`src/rtl/xmem_pkg.sv`:
```
package xmem_pkg;

  typedef enum logic [1:0] {TGT_XRAM, TGT_FIFO, TGT_EXT} tgt_e;

  typedef enum logic [2:0] {SQ_IDLE, SQ_ALE_HI, SQ_ALE_LO, SQ_STRB, SQ_RECOV} seq_e;

  // Upper byte source for 8-bit requests: port latch in mode 1, bank otherwise.
  function automatic logic [15:0] full_addr(input logic       short_f,
                                            input logic [15:0] a,
                                            input logic [1:0]  mode,
                                            input logic [7:0]  port_hi,
                                            input logic [7:0]  bank);
    logic [7:0] hi;
    hi = (mode == 2'd1) ? port_hi : bank;
    return short_f ? {hi, a[7:0]} : a;
  endfunction

  // Latch phase length in cycles from the 2-bit width field.
  function automatic logic [2:0] ale_cycles(input logic [1:0] fld);
    return {1'b0, fld} + 3'd1;
  endfunction

endpackage

```
`src/rtl/xmem_cfg_reg.sv`:
```
module xmem_cfg_reg (
  input  logic       clk,
  input  logic       rst_n,
  input  logic       wr_en,
  input  logic [7:0] wdata,
  input  logic       fifo_win_en,
  output logic [4:0] cfg_q,
  output logic [7:0] rdata
);
  logic unused_hi;
  assign unused_hi = ^wdata[7:5];

  always_ff @(posedge clk or negedge rst_n) begin
    if (!rst_n)     cfg_q <= 5'b00011;
    else if (wr_en) cfg_q <= wdata[4:0];
  end

  assign rdata = {1'b0, fifo_win_en, 1'b0, cfg_q};
endmodule

```
`src/rtl/xmem_route.sv`:
```
module xmem_route
  import xmem_pkg::*;
#(
  parameter int          XRAM_AW   = 11,
  parameter int          FIFO_AW   = 10,
  parameter logic [15:0] FIFO_BASE = 16'h0400
) (
  input  logic [1:0]  mode,
  input  logic        fifo_on,
  input  logic [15:0] addr,
  output tgt_e        tgt
);
  localparam logic [16:0] XRAM_TOP = 17'(2 ** XRAM_AW);
  localparam int          WIN_HB   = 16 - FIFO_AW;
  localparam logic [WIN_HB-1:0] WIN_TAG = FIFO_BASE[15:FIFO_AW];

  logic below_top, in_win;
  assign below_top = {1'b0, addr} < XRAM_TOP;
  assign in_win    = fifo_on && (addr[15:FIFO_AW] == WIN_TAG);

  always_comb begin
    if (mode == 2'd3)      tgt = TGT_EXT;
    else if (in_win)       tgt = TGT_FIFO;
    else if (mode == 2'd0) tgt = TGT_XRAM;
    else if (below_top)    tgt = TGT_XRAM;
    else                   tgt = TGT_EXT;
  end
endmodule

```
`src/rtl/xmem_ext_seq.sv`:
```
module xmem_ext_seq
  import xmem_pkg::*;
#(
  parameter int STROBE_CYC = 2
) (
  input  logic        clk,
  input  logic        rst_n,
  input  logic        start,
  input  logic        wr,
  input  logic        mux,
  input  logic [1:0]  ale_fld,
  input  logic [15:0] addr,
  input  logic [7:0]  wdata,
  output logic        busy,
  output logic        ale,
  output logic        rd_n,
  output logic        wr_n,
  output logic [15:0] addr_o,
  output logic [7:0]  ad_o,
  output logic        ad_oe,
  output logic        cap,
  output logic        fin,
  output logic        cyc_mux
);
  localparam int CMAX = (STROBE_CYC > 4) ? STROBE_CYC : 4;
  localparam int CW   = $clog2(CMAX + 1);
  localparam logic [CW-1:0] S_LOAD = CW'(STROBE_CYC - 1);

  seq_e          state;
  logic [CW-1:0] cnt;
  logic [2:0]    w_q;
  logic          wr_q;
  logic [7:0]    wdata_q;
  logic          cnt_zero, in_ale;

  assign cnt_zero = (cnt == '0);

  always_ff @(posedge clk or negedge rst_n) begin
    if (!rst_n) begin
      state   <= SQ_IDLE;
      cnt     <= '0;
      w_q     <= 3'd1;
      wr_q    <= 1'b0;
      cyc_mux <= 1'b0;
      addr_o  <= '0;
      wdata_q <= '0;
    end else if (start) begin
      state   <= mux ? SQ_ALE_HI : SQ_STRB;
      cnt     <= mux ? CW'(ale_cycles(ale_fld) - 3'd1) : S_LOAD;
      w_q     <= ale_cycles(ale_fld);
      wr_q    <= wr;
      cyc_mux <= mux;
      addr_o  <= addr;
      wdata_q <= wdata;
    end else begin
      case (state)
        SQ_ALE_HI: if (cnt_zero) begin
          state <= SQ_ALE_LO;
          cnt   <= CW'(w_q - 3'd1);
        end else cnt <= cnt - 1'b1;
        SQ_ALE_LO: if (cnt_zero) begin
          state <= SQ_STRB;
          cnt   <= S_LOAD;
        end else cnt <= cnt - 1'b1;
        SQ_STRB: if (cnt_zero) state <= SQ_RECOV;
                 else cnt <= cnt - 1'b1;
        SQ_RECOV: state <= SQ_IDLE;
        default:  state <= SQ_IDLE;
      endcase
    end
  end

  assign in_ale = (state == SQ_ALE_HI) || (state == SQ_ALE_LO);
  assign busy   = (state != SQ_IDLE);
  assign ale    = (state == SQ_ALE_HI);
  assign rd_n   = !((state == SQ_STRB) && !wr_q);
  assign wr_n   = !((state == SQ_STRB) && wr_q);
  assign ad_o   = in_ale ? addr_o[7:0] : wdata_q;
  assign ad_oe  = (in_ale && cyc_mux) || ((state == SQ_STRB) && wr_q);
  assign cap    = (state == SQ_STRB) && cnt_zero && !wr_q;
  assign fin    = (state == SQ_RECOV);
endmodule

```
`src/rtl/xmem_bridge.sv`:
```
module xmem_bridge
  import xmem_pkg::*;
#(
  parameter int          XRAM_AW    = 11,
  parameter int          FIFO_AW    = 10,
  parameter logic [15:0] FIFO_BASE  = 16'h0400,
  parameter int          STROBE_CYC = 2
) (
  input  logic               clk,
  input  logic               rst_n,
  input  logic               cfg_wr_en,
  input  logic [7:0]         cfg_wdata,
  output logic [7:0]         cfg_rdata,
  input  logic               fifo_win_en,
  input  logic [7:0]         port_hi,
  input  logic [7:0]         bank_page,
  input  logic               req_valid,
  input  logic               req_write,
  input  logic               req_short,
  input  logic [15:0]        req_addr,
  input  logic [7:0]         req_wdata,
  output logic               req_ready,
  output logic               rsp_done,
  output logic [7:0]         rsp_rdata,
  output logic               xram_en,
  output logic               xram_we,
  output logic [XRAM_AW-1:0] xram_addr,
  output logic [7:0]         xram_wdata,
  input  logic [7:0]         xram_rdata,
  output logic               fifo_en,
  output logic               fifo_we,
  output logic [FIFO_AW-1:0] fifo_addr,
  output logic [7:0]         fifo_wdata,
  input  logic [7:0]         fifo_rdata,
  output logic [15:0]        ext_addr,
  output logic [7:0]         ext_ad_out,
  output logic               ext_ad_oe,
  input  logic [7:0]         ext_ad_in,
  output logic               ext_ale,
  output logic               ext_rd_n,
  output logic               ext_wr_n
);
  logic [4:0]  cfg_q;
  logic [1:0]  mode;
  logic        mux_sel;
  logic [15:0] addr_full;
  tgt_e        tgt;
  logic        busy, fire, ext_start_w, onchip_fire, onchip_rd;
  logic        seq_cap, seq_fin, seq_mux, cap_evt_w;

  xmem_cfg_reg u_cfg (
    .clk(clk), .rst_n(rst_n), .wr_en(cfg_wr_en), .wdata(cfg_wdata),
    .fifo_win_en(fifo_win_en), .cfg_q(cfg_q), .rdata(cfg_rdata)
  );

  assign mode      = cfg_q[3:2];
  assign mux_sel   = !cfg_q[4];
  assign addr_full = full_addr(req_short, req_addr, mode, port_hi, bank_page);

  xmem_route #(.XRAM_AW(XRAM_AW), .FIFO_AW(FIFO_AW), .FIFO_BASE(FIFO_BASE)) u_route (
    .mode(mode), .fifo_on(fifo_win_en), .addr(addr_full), .tgt(tgt)
  );

  assign req_ready   = !busy;
  assign fire        = req_valid && req_ready;
  assign ext_start_w = fire && (tgt == TGT_EXT);
  assign onchip_fire = fire && (tgt != TGT_EXT);
  assign onchip_rd   = onchip_fire && !req_write;
  assign cap_evt_w   = onchip_rd || seq_cap;

  assign xram_en    = fire && (tgt == TGT_XRAM);
  assign xram_we    = req_write;
  assign xram_addr  = addr_full[XRAM_AW-1:0];
  assign xram_wdata = req_wdata;
  assign fifo_en    = fire && (tgt == TGT_FIFO);
  assign fifo_we    = req_write;
  assign fifo_addr  = addr_full[FIFO_AW-1:0];
  assign fifo_wdata = req_wdata;

  xmem_ext_seq #(.STROBE_CYC(STROBE_CYC)) u_seq (
    .clk(clk), .rst_n(rst_n), .start(ext_start_w), .wr(req_write), .mux(mux_sel),
    .ale_fld(cfg_q[1:0]), .addr(addr_full), .wdata(req_wdata),
    .busy(busy), .ale(ext_ale), .rd_n(ext_rd_n), .wr_n(ext_wr_n), .addr_o(ext_addr),
    .ad_o(ext_ad_out), .ad_oe(ext_ad_oe), .cap(seq_cap), .fin(seq_fin), .cyc_mux(seq_mux)
  );

  always_ff @(posedge clk or negedge rst_n) begin
    if (!rst_n) begin
      rsp_done  <= 1'b0;
      rsp_rdata <= '0;
    end else begin
      rsp_done <= onchip_fire || seq_fin;
      if (onchip_rd)    rsp_rdata <= (tgt == TGT_FIFO) ? fifo_rdata : xram_rdata;
      else if (seq_cap) rsp_rdata <= ext_ad_in;
    end
  end
endmodule

```
`config.mk`:
```
export PLATFORM = sky130hd
export DESIGN_NAME = xmem_bridge
export DESIGN_NICKNAME = d
export VERILOG_FILES = /design/src/rtl/xmem_pkg.sv /design/src/rtl/xmem_cfg_reg.sv /design/src/rtl/xmem_route.sv /design/src/rtl/xmem_ext_seq.sv /design/src/rtl/xmem_bridge.sv
export SDC_FILE = /design/constraint.sdc
export NUM_CORES = 1
export LEC_CHECK = 0
export CAP_MARGIN = 30
export CORE_ASPECT_RATIO = 0.7
export CORE_MARGIN = 3
export CORE_UTILIZATION = 55
export CTS_CLUSTER_SIZE = 20
export DETAILED_ROUTE_END_ITERATION = 6
export DONT_BUFFER_PORTS = 1
export PLACE_DENSITY = 0.82
export SLEW_MARGIN = 30
export SYNTH_ARGS = -nofsm -noshare
export SYNTH_HDL_FRONTEND = slang
export SYNTH_SLANG_ARGS = --single-unit
```
`constraint.sdc`:
```
create_clock -name clk -period 3.1 [get_ports clk]
set_clock_uncertainty 0.05 [all_clocks]
set_input_delay 0 -clock clk [delete_from_list [all_inputs] [get_ports clk]]
set_output_delay 0 -clock clk [all_outputs]
set_load 0.02 [all_outputs]
```
# Yosys cells after proc, flatten, opt, wreduce, memory -nomap -nowiden
# Cells that the tools add are included.
dict set report totals {
  ff_bits 49
  inputBits 79
  output_inout_bits 87
  elab_cells 80
}
dict set report classes {
  n_addsub 4
  n_lt_le_gt_ge 1
  eq_ne 14
  mux 22
  n_reduce_logical 29
}
# cell n
set op_table {}
lappend op_table {{2-to-1 mux 8 bit} 5}
lappend op_table {{2-to-1 mux 3 bit} 9}
lappend op_table {{one-hot mux 3 bit (3 select lines)} 2}
lappend op_table {{< comparator 16 x 12 -> 1 bit, second input constant} 1}
lappend op_table {{2-to-1 mux 16 bit} 1}
lappend op_table {{logical AND 1 bit} 12}
lappend op_table {{2-to-1 mux 2 bit} 5}
lappend op_table {{subtractor 3 x 1 -> 3 bit, second input constant} 3}
lappend op_table {{equality test 3 x 2 -> 1 bit, second input constant} 2}
lappend op_table {{equality test 6 x 1 -> 1 bit, second input constant} 1}
lappend op_table {{logical NOT 1 bit} 6}
lappend op_table {{inequality test 3 x 2 -> 1 bit, second input constant} 2}
lappend op_table {{equality test 2 x 1 -> 1 bit, second input constant} 2}
lappend op_table {{equality test 2 bit, second input constant} 2}
lappend op_table {{logical NOT 2 bit} 2}
lappend op_table {{nonzero test 4 bit} 1}
lappend op_table {{adder 2 x 1 -> 3 bit, second input constant} 1}
lappend op_table {{equality test 3 x 1 -> 1 bit, second input constant} 1}
lappend op_table {{equality test 3 bit, second input constant} 1}
lappend op_table {{logical NOT 3 bit} 1}
lappend op_table {{logical OR 1 bit} 3}
lappend op_table {{inequality test 3 x 1 -> 1 bit, second input constant} 1}
lappend op_table {{inequality test 3 bit, second input constant} 1}
lappend op_table {{AND reduction 3 bit} 1}
lappend op_table {{4 further kinds} 4}

# Longest topological paths before layout
dict set report logic_depth {
  depth_word 12
  depth_mapped 10
  mapped_depth_nobuf 8
}

# By module
# A second synthesis with hierarchy kept.
dict set report hier_totals {
  cells_unflattened 275
  area_unflattened_um2 3098.0
}
# module n_inst cells_per_inst area_per_inst_um2 seq_area_each_um2
set by_module_without_submodules {}
lappend by_module_without_submodules {xmem_ext_seq 1 139 1800.5 877.1}
lappend by_module_without_submodules {xmem_bridge 1 112 1014.7 225.2}
lappend by_module_without_submodules {xmem_cfg_reg 1 19 247.7 127.6}
lappend by_module_without_submodules {xmem_route 1 5 35.0 0.0}

# Least setup slack after synthesis
# Ideal clock, no wire load.
dict set report synth_path {
  kind {register to register}
  startpoint {reg u_cfg.cfg_q[2]}
  endpoint {reg u_seq.addr_o[3]}
  setup_time_ps 125
  t_arrival_ps 2102
  path_slack_ps 823
  path_stages_with_launch 9
  path_buffers 3
  path_cell_list {dfrtp_1 buf_6 nor2b_4 buf_6 mux2i_1 o211a_4 a211oi_2 buf_6 mux2_2}
}
dict set report synth_via {
  elab_chain_cells 10
  word_cells_on_any_way 14
  cone_classes {order compare: 1; eq/ne: 4; mux: 6; reduce/logical: 3}
}
# item line_no
set synth_rtl {}
lappend synth_rtl {{from (decl)} xmem_cfg_reg.sv:7} ;# output logic [4:0] cfg_q,
lappend synth_rtl {{from (signal assigned)} xmem_cfg_reg.sv:15} ;# else if (wr_en) cfg_q <= wdata[4:0];
lappend synth_rtl {{equality test 2 x 1 -> 1 bit} xmem_pkg.sv:14} ;# hi = (mode == 2'd1) ? port_hi : bank;
lappend synth_rtl {{2-to-1 mux 8 bit} xmem_pkg.sv:14}
lappend synth_rtl {{2-to-1 mux 16 bit} xmem_pkg.sv:15} ;# return short_f ? {hi, a[7:0]} : a;
lappend synth_rtl {{< comparator 16 x 12 -> 1 bit} xmem_route.sv:18} ;# assign below_top = {1'b0, addr} < XRAM_TOP;
lappend synth_rtl {{2-to-1 mux 2 bit} xmem_route.sv:25} ;# else if (below_top) tgt = TGT_XRAM;
lappend synth_rtl {{2-to-1 mux 2 bit} xmem_route.sv:24} ;# else if (mode == 2'd0) tgt = TGT_XRAM;
lappend synth_rtl {{2-to-1 mux 2 bit} xmem_route.sv:23} ;# else if (in_win) tgt = TGT_FIFO;
lappend synth_rtl {{2-to-1 mux 2 bit (*)} xmem_route.sv:22} ;# if (mode == 2'd3) tgt = TGT_EXT;
lappend synth_rtl {{equality test 2 bit (*)} xmem_bridge.sv:66} ;# assign ext_start_w = fire && (tgt == TGT_EXT);
lappend synth_rtl {{logical AND 1 bit (*)} xmem_bridge.sv:66}
lappend synth_rtl {{to (signal assigned)} xmem_ext_seq.sv:53} ;# addr_o <= addr;
lappend synth_rtl {{to (decl)} xmem_ext_seq.sv:18} ;# output logic [15:0] addr_o,
# Mark *: on every way between the ends. The rest lies on a longest branch, timed or not.
# A chain may end at the register's enable or synchronous reset.

# Worst setup path in the final report
dict set report layout_path {
  startpoint {reg u_cfg.cfg_q[2]}
  endpoint {reg rsp_rdata[6]}
}
dict set report layout_via {
  elab_chain_cells 12
  word_cells_on_any_way 19
  cone_classes {order compare: 1; eq/ne: 5; mux: 8; reduce/logical: 5}
}
# item line_no
set layout_rtl {}
lappend layout_rtl {{equality test 2 x 1 -> 1 bit} xmem_pkg.sv:14}
lappend layout_rtl {{2-to-1 mux 8 bit} xmem_pkg.sv:14}
lappend layout_rtl {{2-to-1 mux 16 bit} xmem_pkg.sv:15}
lappend layout_rtl {{< comparator 16 x 12 -> 1 bit} xmem_route.sv:18}
lappend layout_rtl {{2-to-1 mux 2 bit} xmem_route.sv:25}
lappend layout_rtl {{2-to-1 mux 2 bit} xmem_route.sv:24}
lappend layout_rtl {{2-to-1 mux 2 bit} xmem_route.sv:23}
lappend layout_rtl {{2-to-1 mux 2 bit (*)} xmem_route.sv:22}
lappend layout_rtl {{inequality test 2 bit} xmem_bridge.sv:67} ;# assign onchip_fire = fire && (tgt != TGT_EXT);
lappend layout_rtl {{logical AND 1 bit} xmem_bridge.sv:67}
lappend layout_rtl {{logical AND 1 bit} xmem_bridge.sv:68} ;# assign onchip_rd = onchip_fire && !req_write;
lappend layout_rtl {{2-to-1 mux 8 bit or nonzero test 2 bit (tied branches)} --}
lappend layout_rtl {{to (signal assigned)} xmem_bridge.sv:93} ;# if (onchip_rd) rsp_rdata <= (tgt == TGT_FIFO) ? fifo_rdata : xram_rdata;
lappend layout_rtl {{to (signal assigned)} xmem_bridge.sv:94} ;# else if (seq_cap) rsp_rdata <= ext_ad_in;
lappend layout_rtl {{to (decl)} xmem_bridge.sv:24} ;# output logic [7:0] rsp_rdata,
# Marked as above.

==> impl_metrics.yaml <==
floorplan:
  die_x_um: 96.3
  rows: 22
  num_io_pins: 166
  die-area_mm2: 0.00666
  die_h_um: 69.2
  initial_utilization_pct: 58.5
  core-area_mm2: 0.00537
timing:
  fin_crit_sh_pct: 88.9
  max_slew.worst_pin.slew_ns: 0.907
  setup_viol: 0
  slew_headroom_pct: 39.5
  drv_slew: 0
  fmax_mhz: 363
  hold_ws_ns: 0.0373
  grt_setup_unrepaired: "no"
  hold_viol_final: 0
  period_minus_slack_ns: 2.75
  fin_setup_tns_ns: 0
hold_path:
  hold_path.class: "in -> reg"
  worstHoldPathCells: 3
routing:
  drc: 0
  drt_iter0_markers: 75
  vias_per_cell: 5.72
  firstDrtPassIters: 4
  wirelength_um: 7660
  post_drt_wl_per_cell_um: 20.1
  ant_nets: 0
  via_count: 2178
outcome:
  outcome: "finished clean"
cts:
  clkSlewWorstSetupHoldPaths_ns: 0.10
  cts_setup_buffers: 0
  cts_made_buffers: 5
  cts_tree: "built"
  clk_path_buf_depth: 2
  htree_levels: 2
  cts_root_buf: "clkbuf_8"
  cts_sinks: 49
  insertion_delay_ns: 0.31
power:
  power_mw: 3.13
  vdd_drop_max_mv: 0.481
  leakage_nw: 1.58
  power.density_mw_per_mm2: 873
logic_synthesis:
  synth.distinct_cells: 50
  syn_area_per_cell_um2: 10.9
  ys_seq_elements: 49
  synth-main-ff-cell: "dfrtp_1"
  syn_inst: 289
  ys_warn_count: 0
  netlist_area_mm2: 0.00314
  async_flop_share_pct: 100
  seq_area_frac_synth_pct: 39.2
  synth_edf_count: 0
finish:
  area_growth_pct: 14.2
  fin_nets: 392
  diodes: 0
  final_layout_size_suffix_gt1_share_pct: 16.5
  fillCellCount: 395
global_route:
  grt_pass1_wl_um: 12000
  grt_pass1_vias: 2335
  grt.total_usage_pct: 23.5
  antenna_found_initial: 0
  grt_max_degree: 50
  gr-total-overflow: 0
worst_setup_path:
  startpoint_type: "flip-flop"
  crit_buf_inv: 0
  crit_path_max_incr_delay_ns: 0.65
  worst_r2r_path_depth: 6
  cp_top_family: "simple AND/OR/NAND/NOR gates"
  cp_slowest_cell: "dfrtp_1"
  cp_common_cell: "mux2i_1"
  crit_type: "reg -> reg"
  crit_path_end_kind: "flip-flop"
  worst-path-stages: 6
  crit_fanout: 9
  worstPathCellList: "nor2b_4 > o211ai_1 > nor3b_4 > and4_1 > mux2i_1 > mux2i_1"
  critical_path_required_ns: 3.23
  cp.arrival_ns: 2.88
placement:
  gp_congestion: 0.803
  dp.final_hpwl_um: 4510
  io_buffers: 0
run:
  maxCapViolCount: 0
## worst register-to-register path: stages, from the launching register on
cell and delay (ns):
dfrtp_1 0.65, nor2b_4 0.39, o211ai_1 0.22, nor3b_4 0.33, and4_1 0.56, mux2i_1 0.31, mux2i_1 0.12
## metrics by stage
step	utilization [%]	instances	worst slack [ns]	area, um2
global route	66.8	381	0.172	3580
finish	66.8	381	0.345	3580
detailed placement	53.0	310	0.437	2850
CTS	66.8	381	0.431	3580
global placement	53.0	310	0.495	2850
floorplan	-	290	0.823	3140
## registers in the layout, indices dropped and copies added, names as in the netlist
signal / count
u_seq.cnt: 3
u_seq.wdata_q: 8
rsp_rdata: 8
rsp_done: 1
u_cfg.cfg_q: 5
u_seq.state: 3
u_seq.wr_q: 1
u_seq.cyc_mux: 1
u_seq.w_q: 3
u_seq.addr_o: 16
## cell type report
class                      count  area (um2)  share of cell area (%)
clock buffer                   5        68.8                    1.92
clock inverter                 3        22.5                   0.628
inverter                       7        26.3                   0.733
multi-input combinational    177        1460                    40.8
sequential                    49        1230                    34.3
tap                           72        90.1                    2.51
timing repair buffer          68         686                    19.1
## power by group
part | switching [mW] | internal, mW | total [mW] | leakage (nW)
Sequential | 0.483 | 0.932 | 1.42 | 0.582
Clock | 0.230 | 0.161 | 0.390 | 0.0481
Combinational | 0.736 | 0.587 | 1.32 | 0.949
Total | 1.45 | 1.68 | 3.13 | 1.58
## synth_stat cells, drive strengths merged (2+ instances only)
| library cell | instances | area share, % |
|---|---|---|
| nand2 | 14 | 1.7 |
| nand2b | 6 | 1.2 |
| dfstp | 3 | 2.5 |
| o21ai | 11 | 1.8 |
| buf | 54 | 13 |
| or3 | 2 | 0.40 |
| nor2 | 16 | 2.0 |
| a21oi | 9 | 1.6 |
| mux2 | 39 | 14 |
| a211oi | 2 | 0.80 |
| nor3 | 6 | 0.96 |
| clkbuf | 3 | 0.36 |
| inv | 7 | 0.84 |
| mux2i | 32 | 10 |
| o211a | 2 | 0.88 |
| dfrtp | 46 | 37 |
| ha | 5 | 2.0 |
| xnor2 | 3 | 0.84 |
| o211ai | 2 | 0.64 |
| nor2b | 4 | 1.0 |
| nand3 | 2 | 0.32 |
| nand4b | 4 | 1.1 |
## layout by cell type (no fill, tap or decap), types with 4 or more instances in the layout
cell / netlist / routed
dlygate4sd3_1: 0 / 62
dfrtp_1: 46 / 46
mux2i_1: 32 / 32
mux2_2: 23 / 23
nor2_1: 15 / 15
mux2_1: 15 / 15
nand2_1: 14 / 14
o21ai_0: 11 / 11
a21oi_1: 8 / 8
inv_1: 7 / 7
nor3_1: 6 / 6
nand2b_1: 6 / 6
ha_1: 5 / 5
clkbuf_8: 0 / 5
buf_4: 42 / 5
nand4b_1: 4 / 4
## cell families (layout without fill, tap and decap cells)
| family | after synthesis | after routing | share of synthesized area [%] |
|---|---|---|---|
| compound gates | 34 | 34 | 7.93 |
| xor+xnor | 4 | 4 | 1.12 |
| fa+ha+maj | 5 | 5 | 1.99 |
| buf+inv | 64 | 83 | 14.6 |
| flops | 49 | 49 | 39.2 |
| mux | 71 | 71 | 24.3 |
| other cells | 1 | 2 | 0.119 |
| simple gates | 61 | 61 | 10.7 |
## routing by layer
| layer | wire [um] | GRT usage (%) | share of wire (%) | vias up |
|---|---|---|---|---|
| li1 | - | - | - | 998 |
| met3 | 485 | 5.64 | 6.3 | 22 |
| met1 | 2920 | 27.6 | 38 | 1063 |
| met2 | 4030 | 40.7 | 53 | 95 |
| met5 | 0 | 0 | 0 | - |
| met4 | 225 | 9.33 | 2.9 | 0 |
## worst paths after layout
kind,start,end,slack [ns]
max,u_cfg.cfg_q[2]$_DFFE_PN0P_,rsp_rdata[6]$_DFFE_PN0P_,0.35
min,req_short,u_seq.addr_o[14]$_DFFE_PN0P_,0.04
max reg2reg,u_cfg.cfg_q[2]$_DFFE_PN0P_,rsp_rdata[6]$_DFFE_PN0P_,0.35
min reg2reg,u_seq.wdata_q[1]$_DFFE_PN0P_,u_seq.wdata_q[1]$_DFFE_PN0P_,0.45
max in group asynchronous,rst_n,u_cfg.cfg_q[0]$_DFFE_PN1P_,2.57
min in group asynchronous,rst_n,u_seq.state[0]$_DFFE_PN0P_,0.15
## repair_timing
| action | CTS | global route |
|---|---|---|
| hold endpoints to repair | 120 | 0 |
| setup endpoints to repair | 0 | 0 |
| gates resized for setup | 0 | 0 |
| hold buffers | 63 | 0 |
(Power assumes the default switching activity.)
